===== src/rtl/spim_pkg.sv =====
`timescale 1ns/1ps
package spim_pkg;
   localparam int unsigned ADDR_ENABLE = 0;
   localparam int unsigned ADDR_CONFIG = 1;
   localparam int unsigned ADDR_COUNT  = 2;
   localparam int unsigned ADDR_DIV    = 3;
   localparam int unsigned ADDR_SELECT = 4;
   localparam int unsigned ADDR_DATA   = 5;
   localparam int unsigned ADDR_STATUS = 6;
   localparam int unsigned ADDR_LEVEL  = 7;

   typedef enum logic [1:0] {
      ENG_IDLE = 2'd0,
      ENG_LOAD = 2'd1,
      ENG_RUN  = 2'd2,
      ENG_DONE = 2'd3
   } eng_state_t;

   typedef struct packed {
      logic managed;
      logic rx_only;
      logic wide;
      logic cpha;
      logic cpol;
   } spim_cfg_t;
endpackage


===== src/rtl/spim_fifo.sv =====
`timescale 1ns/1ps
module spim_fifo #(
   parameter int unsigned WIDTH = 16,
   parameter int unsigned DEPTH = 32,
   localparam int unsigned PW = $clog2(DEPTH),
   localparam int unsigned LW = $clog2(DEPTH + 1)
) (
   input  logic             clk,
   input  logic             rst_n,
   input  logic             flush,
   input  logic             push,
   input  logic [WIDTH-1:0] wdata,
   input  logic             pop,
   output logic [WIDTH-1:0] rdata,
   output logic             full,
   output logic             empty,
   output logic [LW-1:0]    level
);
   generate
      if ((DEPTH < 2) || ((DEPTH & (DEPTH - 1)) != 0)) begin : g_bad_depth
         $error("spim_fifo: DEPTH must be a power of two of at least 2");
      end
   endgenerate

   logic [WIDTH-1:0] mem [DEPTH];
   logic [PW-1:0]    wptr, rptr;
   logic [LW-1:0]    cnt;
   logic             do_push, do_pop;

   assign full    = (cnt == LW'(DEPTH));
   assign empty   = (cnt == '0);
   assign level   = cnt;
   assign do_push = push && !full && !flush;
   assign do_pop  = pop && !empty && !flush;
   assign rdata   = mem[rptr];

   always_ff @(posedge clk or negedge rst_n) begin
      if (!rst_n) begin
         wptr <= '0;
         rptr <= '0;
         cnt  <= '0;
      end else if (flush) begin
         wptr <= '0;
         rptr <= '0;
         cnt  <= '0;
      end else begin
         if (do_push) wptr <= wptr + 1'b1;
         if (do_pop)  rptr <= rptr + 1'b1;
         if (do_push && !do_pop)      cnt <= cnt + 1'b1;
         else if (do_pop && !do_push) cnt <= cnt - 1'b1;
      end
   end

   always_ff @(posedge clk) begin
      if (do_push) mem[wptr] <= wdata;
   end

   AST_LEVEL_BOUND: assert property (@(posedge clk) disable iff (!rst_n)
      level <= LW'(DEPTH));

   AST_FULL_HOLDS: assert property (@(posedge clk) disable iff (!rst_n)
      (full && push && !pop && !flush) |=> full);
endmodule


===== src/rtl/spim_regs.sv =====
`timescale 1ns/1ps
module spim_regs
   import spim_pkg::*;
#(
   parameter int unsigned DW     = 32,
   parameter int unsigned AW     = 3,
   parameter int unsigned FW     = 16,
   parameter int unsigned CNT_W  = 16,
   parameter int unsigned DIV_W  = 16,
   parameter int unsigned NSEL   = 4,
   parameter int unsigned LW     = 6
) (
   input  logic             clk,
   input  logic             rst_n,
   input  logic             reg_wr,
   input  logic             reg_rd,
   input  logic [AW-1:0]    reg_addr,
   input  logic [DW-1:0]    reg_wdata,
   output logic [DW-1:0]    reg_rdata,
   output logic             en,
   output spim_cfg_t        cfg,
   output logic [CNT_W-1:0] count,
   output logic [DIV_W-1:0] div,
   output logic [NSEL-1:0]  sel,
   output logic             flush,
   output logic             tx_push,
   output logic [FW-1:0]    tx_wdata,
   output logic             rx_pop,
   input  logic [FW-1:0]    rx_head,
   input  logic             busy,
   input  logic             tx_full,
   input  logic             rx_empty,
   input  logic [LW-1:0]    rx_level
);
   localparam int unsigned CFG_W = $bits(spim_cfg_t);

   generate
      if (DW < FW || DW < CNT_W || DW < DIV_W || DW < NSEL || DW < LW || DW < CFG_W)
      begin : g_bad_dw
         $error("spim_regs: DW too narrow for a register field");
      end
      if (AW < 3) begin : g_bad_aw
         $error("spim_regs: AW must cover eight addresses");
      end
   endgenerate

   logic hit_en, hit_cfg, hit_cnt, hit_div, hit_sel, hit_dat;
   assign hit_en  = reg_wr && (reg_addr == AW'(ADDR_ENABLE));
   assign hit_cfg = reg_wr && (reg_addr == AW'(ADDR_CONFIG));
   assign hit_cnt = reg_wr && (reg_addr == AW'(ADDR_COUNT));
   assign hit_div = reg_wr && (reg_addr == AW'(ADDR_DIV));
   assign hit_sel = reg_wr && (reg_addr == AW'(ADDR_SELECT));
   assign hit_dat = reg_wr && (reg_addr == AW'(ADDR_DATA));

   assign flush    = hit_en && !reg_wdata[0] && en;
   assign tx_push  = hit_dat;
   assign tx_wdata = reg_wdata[FW-1:0];
   assign rx_pop   = reg_rd && (reg_addr == AW'(ADDR_DATA));

   always_ff @(posedge clk or negedge rst_n) begin
      if (!rst_n) begin
         en    <= 1'b0;
         cfg   <= '0;
         count <= '0;
         div   <= DIV_W'(2);
         sel   <= '0;
      end else begin
         if (hit_en)            en    <= reg_wdata[0];
         if (hit_cfg)           cfg   <= spim_cfg_t'(reg_wdata[CFG_W-1:0]);
         if (hit_cnt && !en)    count <= reg_wdata[CNT_W-1:0];
         if (hit_div)           div   <= reg_wdata[DIV_W-1:0];
         if (hit_sel)           sel   <= reg_wdata[NSEL-1:0];
      end
   end

   always_comb begin
      reg_rdata = '0;
      case (reg_addr)
         AW'(ADDR_ENABLE): reg_rdata[0]           = en;
         AW'(ADDR_CONFIG): reg_rdata[CFG_W-1:0]   = cfg;
         AW'(ADDR_COUNT):  reg_rdata[CNT_W-1:0]   = count;
         AW'(ADDR_DIV):    reg_rdata[DIV_W-1:0]   = div;
         AW'(ADDR_SELECT): reg_rdata[NSEL-1:0]    = sel;
         AW'(ADDR_DATA):   reg_rdata[FW-1:0]      = rx_head;
         AW'(ADDR_STATUS): reg_rdata[2:0]         = {rx_empty, tx_full, busy};
         AW'(ADDR_LEVEL):  reg_rdata[LW-1:0]      = rx_level;
         default:          reg_rdata              = '0;
      endcase
   end

   AST_COUNT_LOCKED: assert property (@(posedge clk) disable iff (!rst_n)
      en |=> $stable(count));
endmodule


===== src/rtl/spim_engine.sv =====
`timescale 1ns/1ps
module spim_engine
   import spim_pkg::*;
#(
   parameter int unsigned FW    = 16,
   parameter int unsigned CNT_W = 16,
   parameter int unsigned DIV_W = 16,
   localparam int unsigned HW   = FW / 2,
   localparam int unsigned EW   = $clog2(2 * FW),
   localparam int unsigned HCW  = DIV_W - 1
) (
   input  logic             clk,
   input  logic             rst_n,
   input  logic             en,
   input  spim_cfg_t        cfg,
   input  logic [CNT_W-1:0] count,
   input  logic [DIV_W-1:0] div,
   input  logic             tx_empty,
   input  logic [FW-1:0]    tx_data,
   output logic             tx_pop,
   input  logic             rx_full,
   output logic             rx_push,
   output logic [FW-1:0]    rx_data,
   output logic             sclk,
   output logic             mosi,
   input  logic             miso,
   output logic             busy
);
   generate
      if (FW < 2 || (FW % 2) != 0) begin : g_bad_fw
         $error("spim_engine: FW must be even");
      end
      if (DIV_W < 2) begin : g_bad_divw
         $error("spim_engine: DIV_W must be at least 2");
      end
   endgenerate

   eng_state_t       state;
   logic [HCW-1:0]   hcnt, half;
   logic [EW-1:0]    edge_cnt, edge_last;
   logic [CNT_W-1:0] left;
   logic [FW-1:0]    txsr, rxsr, rx_next, rx_word, frame_raw, frame_al;
   logic             sclk_q, mosi_q;
   logic             can_load, tick, last_edge, lead_edge, sample_edge, change_edge;
   logic             unused_div_lsb;

   assign unused_div_lsb = div[0];
   assign half      = (div[DIV_W-1:1] == '0) ? HCW'(1) : div[DIV_W-1:1];
   assign edge_last = cfg.wide ? EW'(2 * FW - 1) : EW'(FW - 1);

   assign can_load  = cfg.rx_only ? (!cfg.managed || !rx_full)
                                  : (!cfg.managed || (!tx_empty && !rx_full));
   assign frame_raw = cfg.rx_only ? '1 : (tx_empty ? '0 : tx_data);
   assign frame_al  = cfg.wide ? frame_raw : {frame_raw[HW-1:0], {HW{1'b0}}};

   assign tick        = (state == ENG_RUN) && (hcnt == half - 1'b1);
   assign last_edge   = (edge_cnt == edge_last);
   assign lead_edge   = !edge_cnt[0];
   assign sample_edge = cfg.cpha ? !lead_edge : lead_edge;
   assign change_edge = !sample_edge;

   assign rx_next = {rxsr[FW-2:0], miso};
   assign rx_word = sample_edge ? rx_next : rxsr;
   assign rx_data = cfg.wide ? rx_word : {{HW{1'b0}}, rx_word[HW-1:0]};

   assign tx_pop  = (state == ENG_LOAD) && en && can_load && !cfg.rx_only && !tx_empty;
   assign rx_push = tick && en && last_edge;

   assign sclk = sclk_q;
   assign mosi = mosi_q;
   assign busy = en && (state != ENG_DONE);

   always_ff @(posedge clk or negedge rst_n) begin
      if (!rst_n) begin
         state    <= ENG_IDLE;
         hcnt     <= '0;
         edge_cnt <= '0;
         left     <= '0;
         txsr     <= '0;
         rxsr     <= '0;
         sclk_q   <= 1'b0;
         mosi_q   <= 1'b0;
      end else if (!en) begin
         state    <= ENG_IDLE;
         hcnt     <= '0;
         edge_cnt <= '0;
         sclk_q   <= cfg.cpol;
      end else begin
         case (state)
            ENG_IDLE: begin
               left   <= count;
               sclk_q <= cfg.cpol;
               state  <= ENG_LOAD;
            end
            ENG_LOAD: begin
               if (can_load) begin
                  if (cfg.cpha) begin
                     txsr <= frame_al;
                     if (cfg.rx_only) mosi_q <= 1'b1;
                  end else begin
                     txsr   <= {frame_al[FW-2:0], 1'b0};
                     mosi_q <= frame_al[FW-1];
                  end
                  hcnt     <= '0;
                  edge_cnt <= '0;
                  state    <= ENG_RUN;
               end
            end
            ENG_RUN: begin
               if (tick) begin
                  hcnt     <= '0;
                  sclk_q   <= ~sclk_q;
                  edge_cnt <= edge_cnt + 1'b1;
                  if (change_edge) begin
                     mosi_q <= txsr[FW-1];
                     txsr   <= {txsr[FW-2:0], 1'b0};
                  end
                  if (sample_edge) rxsr <= rx_next;
                  if (last_edge) begin
                     if (left == '0) begin
                        state <= ENG_DONE;
                     end else begin
                        left  <= left - 1'b1;
                        state <= ENG_LOAD;
                     end
                  end
               end else begin
                  hcnt <= hcnt + 1'b1;
               end
            end
            default: ;
         endcase
      end
   end

   AST_DIV_LEGAL: assert property (@(posedge clk) disable iff (!rst_n)
      en |-> (!div[0] && (div >= DIV_W'(2))));

   AST_NO_PUSH_FULL: assert property (@(posedge clk) disable iff (!rst_n)
      (rx_push && cfg.managed) |-> !rx_full);

   AST_RXONLY_MOSI_HIGH: assert property (@(posedge clk) disable iff (!rst_n)
      (en && cfg.rx_only && (state == ENG_RUN)) |-> mosi);

   AST_DONE_QUIET: assert property (@(posedge clk) disable iff (!rst_n)
      (en && (state == ENG_DONE)) |=> (!en || $stable(sclk)));
endmodule


===== src/rtl/spim_fifo_ctrl.sv =====
`timescale 1ns/1ps
module spim_fifo_ctrl
   import spim_pkg::*;
#(
   parameter int unsigned DW        = 32,
   parameter int unsigned AW        = 3,
   parameter int unsigned FW        = 16,
   parameter int unsigned DEPTH     = 32,
   parameter int unsigned CNT_W     = 16,
   parameter int unsigned DIV_W     = 16,
   parameter int unsigned NSEL      = 4,
   parameter bit          SEL_ACT_HIGH = 1'b0,
   localparam int unsigned LW       = $clog2(DEPTH + 1)
) (
   input  logic            clk,
   input  logic            rst_n,
   input  logic            reg_wr,
   input  logic            reg_rd,
   input  logic [AW-1:0]   reg_addr,
   input  logic [DW-1:0]   reg_wdata,
   output logic [DW-1:0]   reg_rdata,
   output logic            spi_sclk,
   output logic            spi_mosi,
   input  logic            spi_miso,
   output logic [NSEL-1:0] spi_sel
);
   logic             en, flush, busy;
   spim_cfg_t        cfg;
   logic [CNT_W-1:0] count;
   logic [DIV_W-1:0] div;
   logic [NSEL-1:0]  sel;
   logic             tx_push, tx_pop, tx_full, tx_empty;
   logic [FW-1:0]    tx_wdata, tx_head;
   logic             rx_push, rx_pop, rx_full, rx_empty;
   logic [FW-1:0]    rx_wdata, rx_head;
   logic [LW-1:0]    rx_level, tx_level;
   logic             unused_tx_level;

   assign unused_tx_level = ^tx_level;

   spim_regs #(.DW(DW), .AW(AW), .FW(FW), .CNT_W(CNT_W), .DIV_W(DIV_W),
               .NSEL(NSEL), .LW(LW)) u_regs (
      .clk(clk), .rst_n(rst_n), .reg_wr(reg_wr), .reg_rd(reg_rd),
      .reg_addr(reg_addr), .reg_wdata(reg_wdata), .reg_rdata(reg_rdata),
      .en(en), .cfg(cfg), .count(count), .div(div), .sel(sel), .flush(flush),
      .tx_push(tx_push), .tx_wdata(tx_wdata), .rx_pop(rx_pop), .rx_head(rx_head),
      .busy(busy), .tx_full(tx_full), .rx_empty(rx_empty), .rx_level(rx_level)
   );

   spim_fifo #(.WIDTH(FW), .DEPTH(DEPTH)) u_txq (
      .clk(clk), .rst_n(rst_n), .flush(flush), .push(tx_push), .wdata(tx_wdata),
      .pop(tx_pop), .rdata(tx_head), .full(tx_full), .empty(tx_empty), .level(tx_level)
   );

   spim_fifo #(.WIDTH(FW), .DEPTH(DEPTH)) u_rxq (
      .clk(clk), .rst_n(rst_n), .flush(flush), .push(rx_push), .wdata(rx_wdata),
      .pop(rx_pop), .rdata(rx_head), .full(rx_full), .empty(rx_empty), .level(rx_level)
   );

   spim_engine #(.FW(FW), .CNT_W(CNT_W), .DIV_W(DIV_W)) u_eng (
      .clk(clk), .rst_n(rst_n), .en(en), .cfg(cfg), .count(count), .div(div),
      .tx_empty(tx_empty), .tx_data(tx_head), .tx_pop(tx_pop),
      .rx_full(rx_full), .rx_push(rx_push), .rx_data(rx_wdata),
      .sclk(spi_sclk), .mosi(spi_mosi), .miso(spi_miso), .busy(busy)
   );

   generate
      for (genvar i = 0; i < NSEL; i++) begin : g_sel
         if (SEL_ACT_HIGH) begin : g_high
            assign spi_sel[i] = sel[i];
         end else begin : g_low
            assign spi_sel[i] = ~sel[i];
         end
      end
   endgenerate

   AST_FLUSH_CLEARS: assert property (@(posedge clk) disable iff (!rst_n)
      flush |=> (rx_empty && !tx_full && !busy));
endmodule


===== config.mk =====
export PLATFORM = sky130hd
export DESIGN_NAME = spim_fifo_ctrl
export DESIGN_NICKNAME = d
export VERILOG_FILES = /design/src/rtl/spim_pkg.sv /design/src/rtl/spim_fifo.sv /design/src/rtl/spim_regs.sv /design/src/rtl/spim_engine.sv /design/src/rtl/spim_fifo_ctrl.sv
export SDC_FILE = /design/constraint.sdc
export NUM_CORES = 1
export LEC_CHECK = 0
export ABC_CLOCK_PERIOD_IN_PS = 5700
export BUFFER_PORTS_ARGS = -buffer_cell sky130_fd_sc_hd__buf_2
export CAP_MARGIN = 10
export CORE_MARGIN = 5
export CORE_UTILIZATION = 37
export CTS_CLUSTER_DIAMETER = 200
export DETAILED_ROUTE_END_ITERATION = 8
export PLACE_DENSITY = 0.63
export SLEW_MARGIN = 0
export SYNTH_ARGS = -nofsm -noshare
export SYNTH_HDL_FRONTEND = slang
export SYNTH_HIERARCHICAL = 1
export SYNTH_SLANG_ARGS = --single-unit

===== constraint.sdc =====
create_clock -name clk -period 5.7 [get_ports clk]
set_input_delay 1.14 -clock clk [delete_from_list [all_inputs] [get_ports clk]]
set_output_delay 1.14 -clock clk [all_outputs]
set_load 0.01 [all_outputs]

==> impl_metrics.py <==
metrics = {
    "sta": {
        "rsz0062_at_grt": "no",
        "min_period_ns": 5.20,
        "clock_skew_ns": 0.0224,
        "worstMarginPinSlew_ns": 1.19,
        "fin_ws_ns": 0.503,
        "fmax_ghz": 0.192,
        "slew-limit-headroom": 0.206,
        "min_period_over_period": 0.912,
        "setup_viol": 0,
        "drv_slew": 0,
        "hold_viol": 0,
        "fin_setup_tns_ns": 0,
    },
    "clock_tree": {
        "clock_path_buffers": 3,
        "h-tree-depth": 3,
        "numCtsBuffers": 111,
        "clkLatencyLatePin_ns": 0.70,
        "ctsHoldBuffers": 0,
        "cts.sinks": 1170,
        "cts-root-buf": "clkbuf_16",
        "cts_tree": "yes",
        "clk_pin_slew_ns": 0.06,
    },
    "power": {
        "switching_share": 0.309,
        "leakage_nw": 20.0,
        "p_int_mw": 16.1,
        "clockPowerShare": 0.306,
        "p_seq_frac": 0.439,
        "power.share.combinational": 0.254,
        "power.density_mw_per_mm2": 418,
        "irDropWorstVdd_uv": 255,
        "p_switching_mw": 7.22,
    },
    "synth": {
        "postSynthCellCount": 3082,
        "synth_area_leaders": "edfxtp_1 62%, dfrtp_1 7.3%, mux2i_1 6.0%",
        "synth_edf_count": 1024,
        "yosysTopAreaCellShare": 0.617,
        "yosysWarnings": 6,
        "synth.most_common_cell": "edfxtp_1",
        "synth_area_mm2": 0.0498,
        "ys.flop_type": "edfxtp_1",
        "synth_commonest_cells": "1024 x edfxtp_1, 300 x mux2i_1, 236 x nand2_1",
        "synth_seq_cells": 1170,
        "yosysTopAreaCell": "edfxtp_1",
        "avgSynthCellArea_um2": 16.2,
        "yosysUniqueCellTypes": 97,
        "ys_seq_area_frac": 0.691,
        "synthArstFlopShare": 0.125,
    },
    "setup_path": {
        "rr_worst_depth": 19,
        "crit_required_ns": 6.29,
        "path_buf_inv": 1,
        "cp_slowest_cell": "dfrtp_1",
        "end_kind": "flop",
        "crit_fanout": 12,
        "critPathLaunch": "u_regs/div[6]",
        "critical-path-top-delay-family": "simple AND/OR/NAND/NOR gates",
        "r2r-end": "u_rxq/level[5]",
        "path_depth": 19,
        "max_stage_delay_ns": 0.45,
        "worstReg2RegStart": "u_regs/div[6]",
        "r2r_slack_ns": 0.50,
        "worstSetupEndpoint": "u_rxq/level[5]",
        "worstSetupPathType": "reg2reg",
        "cp-start-kind": "flop",
        "critPathArrivalTime_ns": 5.79,
        "path_cells": "nor4_4 > a41oi_1 > ha_1 > nor3b_4 > nand2_1 > xor2_1 > o311a_1 > and3_2 > and2_4 > nand2_4 > nor3_1 > buf_4 > o21ai_0 > or3_1 > ha_1 > a211oi_1 > o21ai_0 > o211a_1 > nor4_1",
    },
    "global_routing": {
        "grt_pass1_vias": 26800,
        "grt.overflow.total": 0,
        "antenna_found_initial": 7,
        "grt_pass1_wl_um": 174000,
        "grt_max_degree": 83,
        "grt.total_usage": 0.162,
    },
    "cells_and_area": {
        "area_delta_synth_final_pct": 12.1,
        "drive_gt1_frac": 0.209,
        "nets": 3240,
        "final_cells": 5037,
        "final_util": 0.418,
    },
    "drt": {
        "viasPerCell": 5.39,
        "vias": 27200,
        "firstDrtPassIters": 6,
        "drtIter0Drc": 2614,
        "ant_nets": 0,
        "drcViolationCount": 0,
        "wire_per_inst_um": 23.2,
        "drt-total-wl_um": 117000,
    },
    "placed_design": {
        "io_buffers": 45,
        "post-place-ws_ns": 0.258,
        "hpwl_um": 71800,
        "gp_congestion": 0.855,
        "dp_cells": 4826,
    },
    "worst_hold_path": {
        "hold_class": "in2async",
    },
    "floorplan": {
        "die_area_mm2": 0.142,
        "dieWidth_um": 377,
        "start_util": 0.373,
        "core_mm2": 0.134,
        "die_h_um": 377,
        "boundaryPins": 78,
        "rows": 134,
    },
    "outcome": {
        "run_status": "completed",
    },
    "flow_run": {
        "maxCapViolCount": 0,
    },
}
[sequential cells by signal (all words and copies together) (netlist names), 15 cells and up]
name,flops
u_rxq/mem,512
u_txq/mem,512
u_eng/left,16
u_eng/rxsr,16
u_eng/txsr,16
u_regs/count,16
u_regs/div,16
u_eng/hcnt,15
[stage by stage]
step	area (um^2)	hold slack, ns	power [mW]
2_1_floorplan	49900	0.464	14.6
3_3_place_gp	52300	0.477	16.3
3_5_place_dp	52300	0.483	16.4
4_1_cts	55800	0.499	23.5
5_1_grt	55900	0.511	24.4
6_report	55900	0.484	23.4
[cell families after synthesis]
logic type,after synthesis,share of synthesized area
muxes,561,0.150
xor gates and xnor gates,34,0.00598
and+or+nand+nor,668,0.0657
DFF,1170,0.691
buffers and inverters,256,0.0268
adders and majority gates,28,0.00733
AOI/OAI and AO/OA,364,0.0532
other,1,0.0000753
[cell usage in the layout (no fill, tap or decap), types with 12 or more instances in the layout]
cell       instances
a21oi_1          101
xnor2_1           12
and3_1            12
nor2_1           130
edfxtp_1        1024
mux4_2           131
ha_1              26
dfrtp_1          137
o221a_2           13
clkbuf_16        113
xor2_1            21
nand4_1           36
mux2_4            18
clkinv_2          20
nor3_1            32
nand3_1           92
conb_1            16
mux2i_1          300
buf_2             44
or3_1             19
o21ai_0           40
a22oi_1           67
buf_4            126
clkinv_1          30
nand2_1          236
inv_1             38
nor2b_1           21
mux2_2           111
o2bb2ai_1         12
clkbuf_1          20
a211oi_1          24
[worst min-delay path by stage]
| stage | from | to | slack, ns |
|---|---|---|---|
| detailed placement | u_eng/rxsr[15] | u_eng/rxsr[15] | 0.48 |
| global placement | u_eng/rxsr[15] | u_eng/rxsr[15] | 0.48 |
| floorplan | u_eng/rxsr[15] | u_eng/rxsr[15] | 0.46 |
| CTS | rst_n | u_regs/div[9] | 0.50 |
| finish | rst_n | u_regs/div[9] | 0.48 |
| global route | u_eng/rxsr[15] | u_eng/rxsr[15] | 0.51 |
[final cells by class]
type                            instances  area (um^2)
Fill cell                           11900        77800
Sequential cell                      1170        34400
Multi-Input combinational cell       1671        14200
Clock buffer                          133         2900
Tap cell                             1768         2210
Timing Repair Buffer                  180         1350
Clock inverter                         74          622
Inverter                               38          143
Antenna cell                            3         7.51
[metal layers]
metal  track usage  share of wire  routed length [um]  up-vias
met5             0        0.00023                  27        -
met4        0.0455          0.022                2620        4
met3        0.0267          0.062                7230      157
met2         0.255           0.46               54100      806
met1         0.234           0.45               52800    14100
li1              -              -                   -    12100
[repair_timing]
item                       CTS  global route
setup endpoints to repair    0           478
resized for setup            0             6
buffers inserted             0             0
[power by group through the flow]
stage | Sequential [mW] | Clock (mW) | Combinational [mW]
CTS | 10.3 | 7.32 | 5.95
floorplan | 9.97 | 0 | 4.59
global route | 10.3 | 7.67 | 6.37
global placement | 10.4 | 0 | 5.89
finish | 10.3 | 7.16 | 5.95
detailed placement | 10.4 | 0 | 5.92
[worst reg2reg max path: cells and delay by family (launching register included)]
kind	cells	cell delay (ns)
and+or+nand+nor	9	2.30
adders and majority gates	2	0.61
AOI/OAI and AO/OA	6	1.22
DFF	1	0.45
buffers and inverters	1	0.22
xor gates and xnor gates	1	0.28
Power figures use the tool's default switching activity.
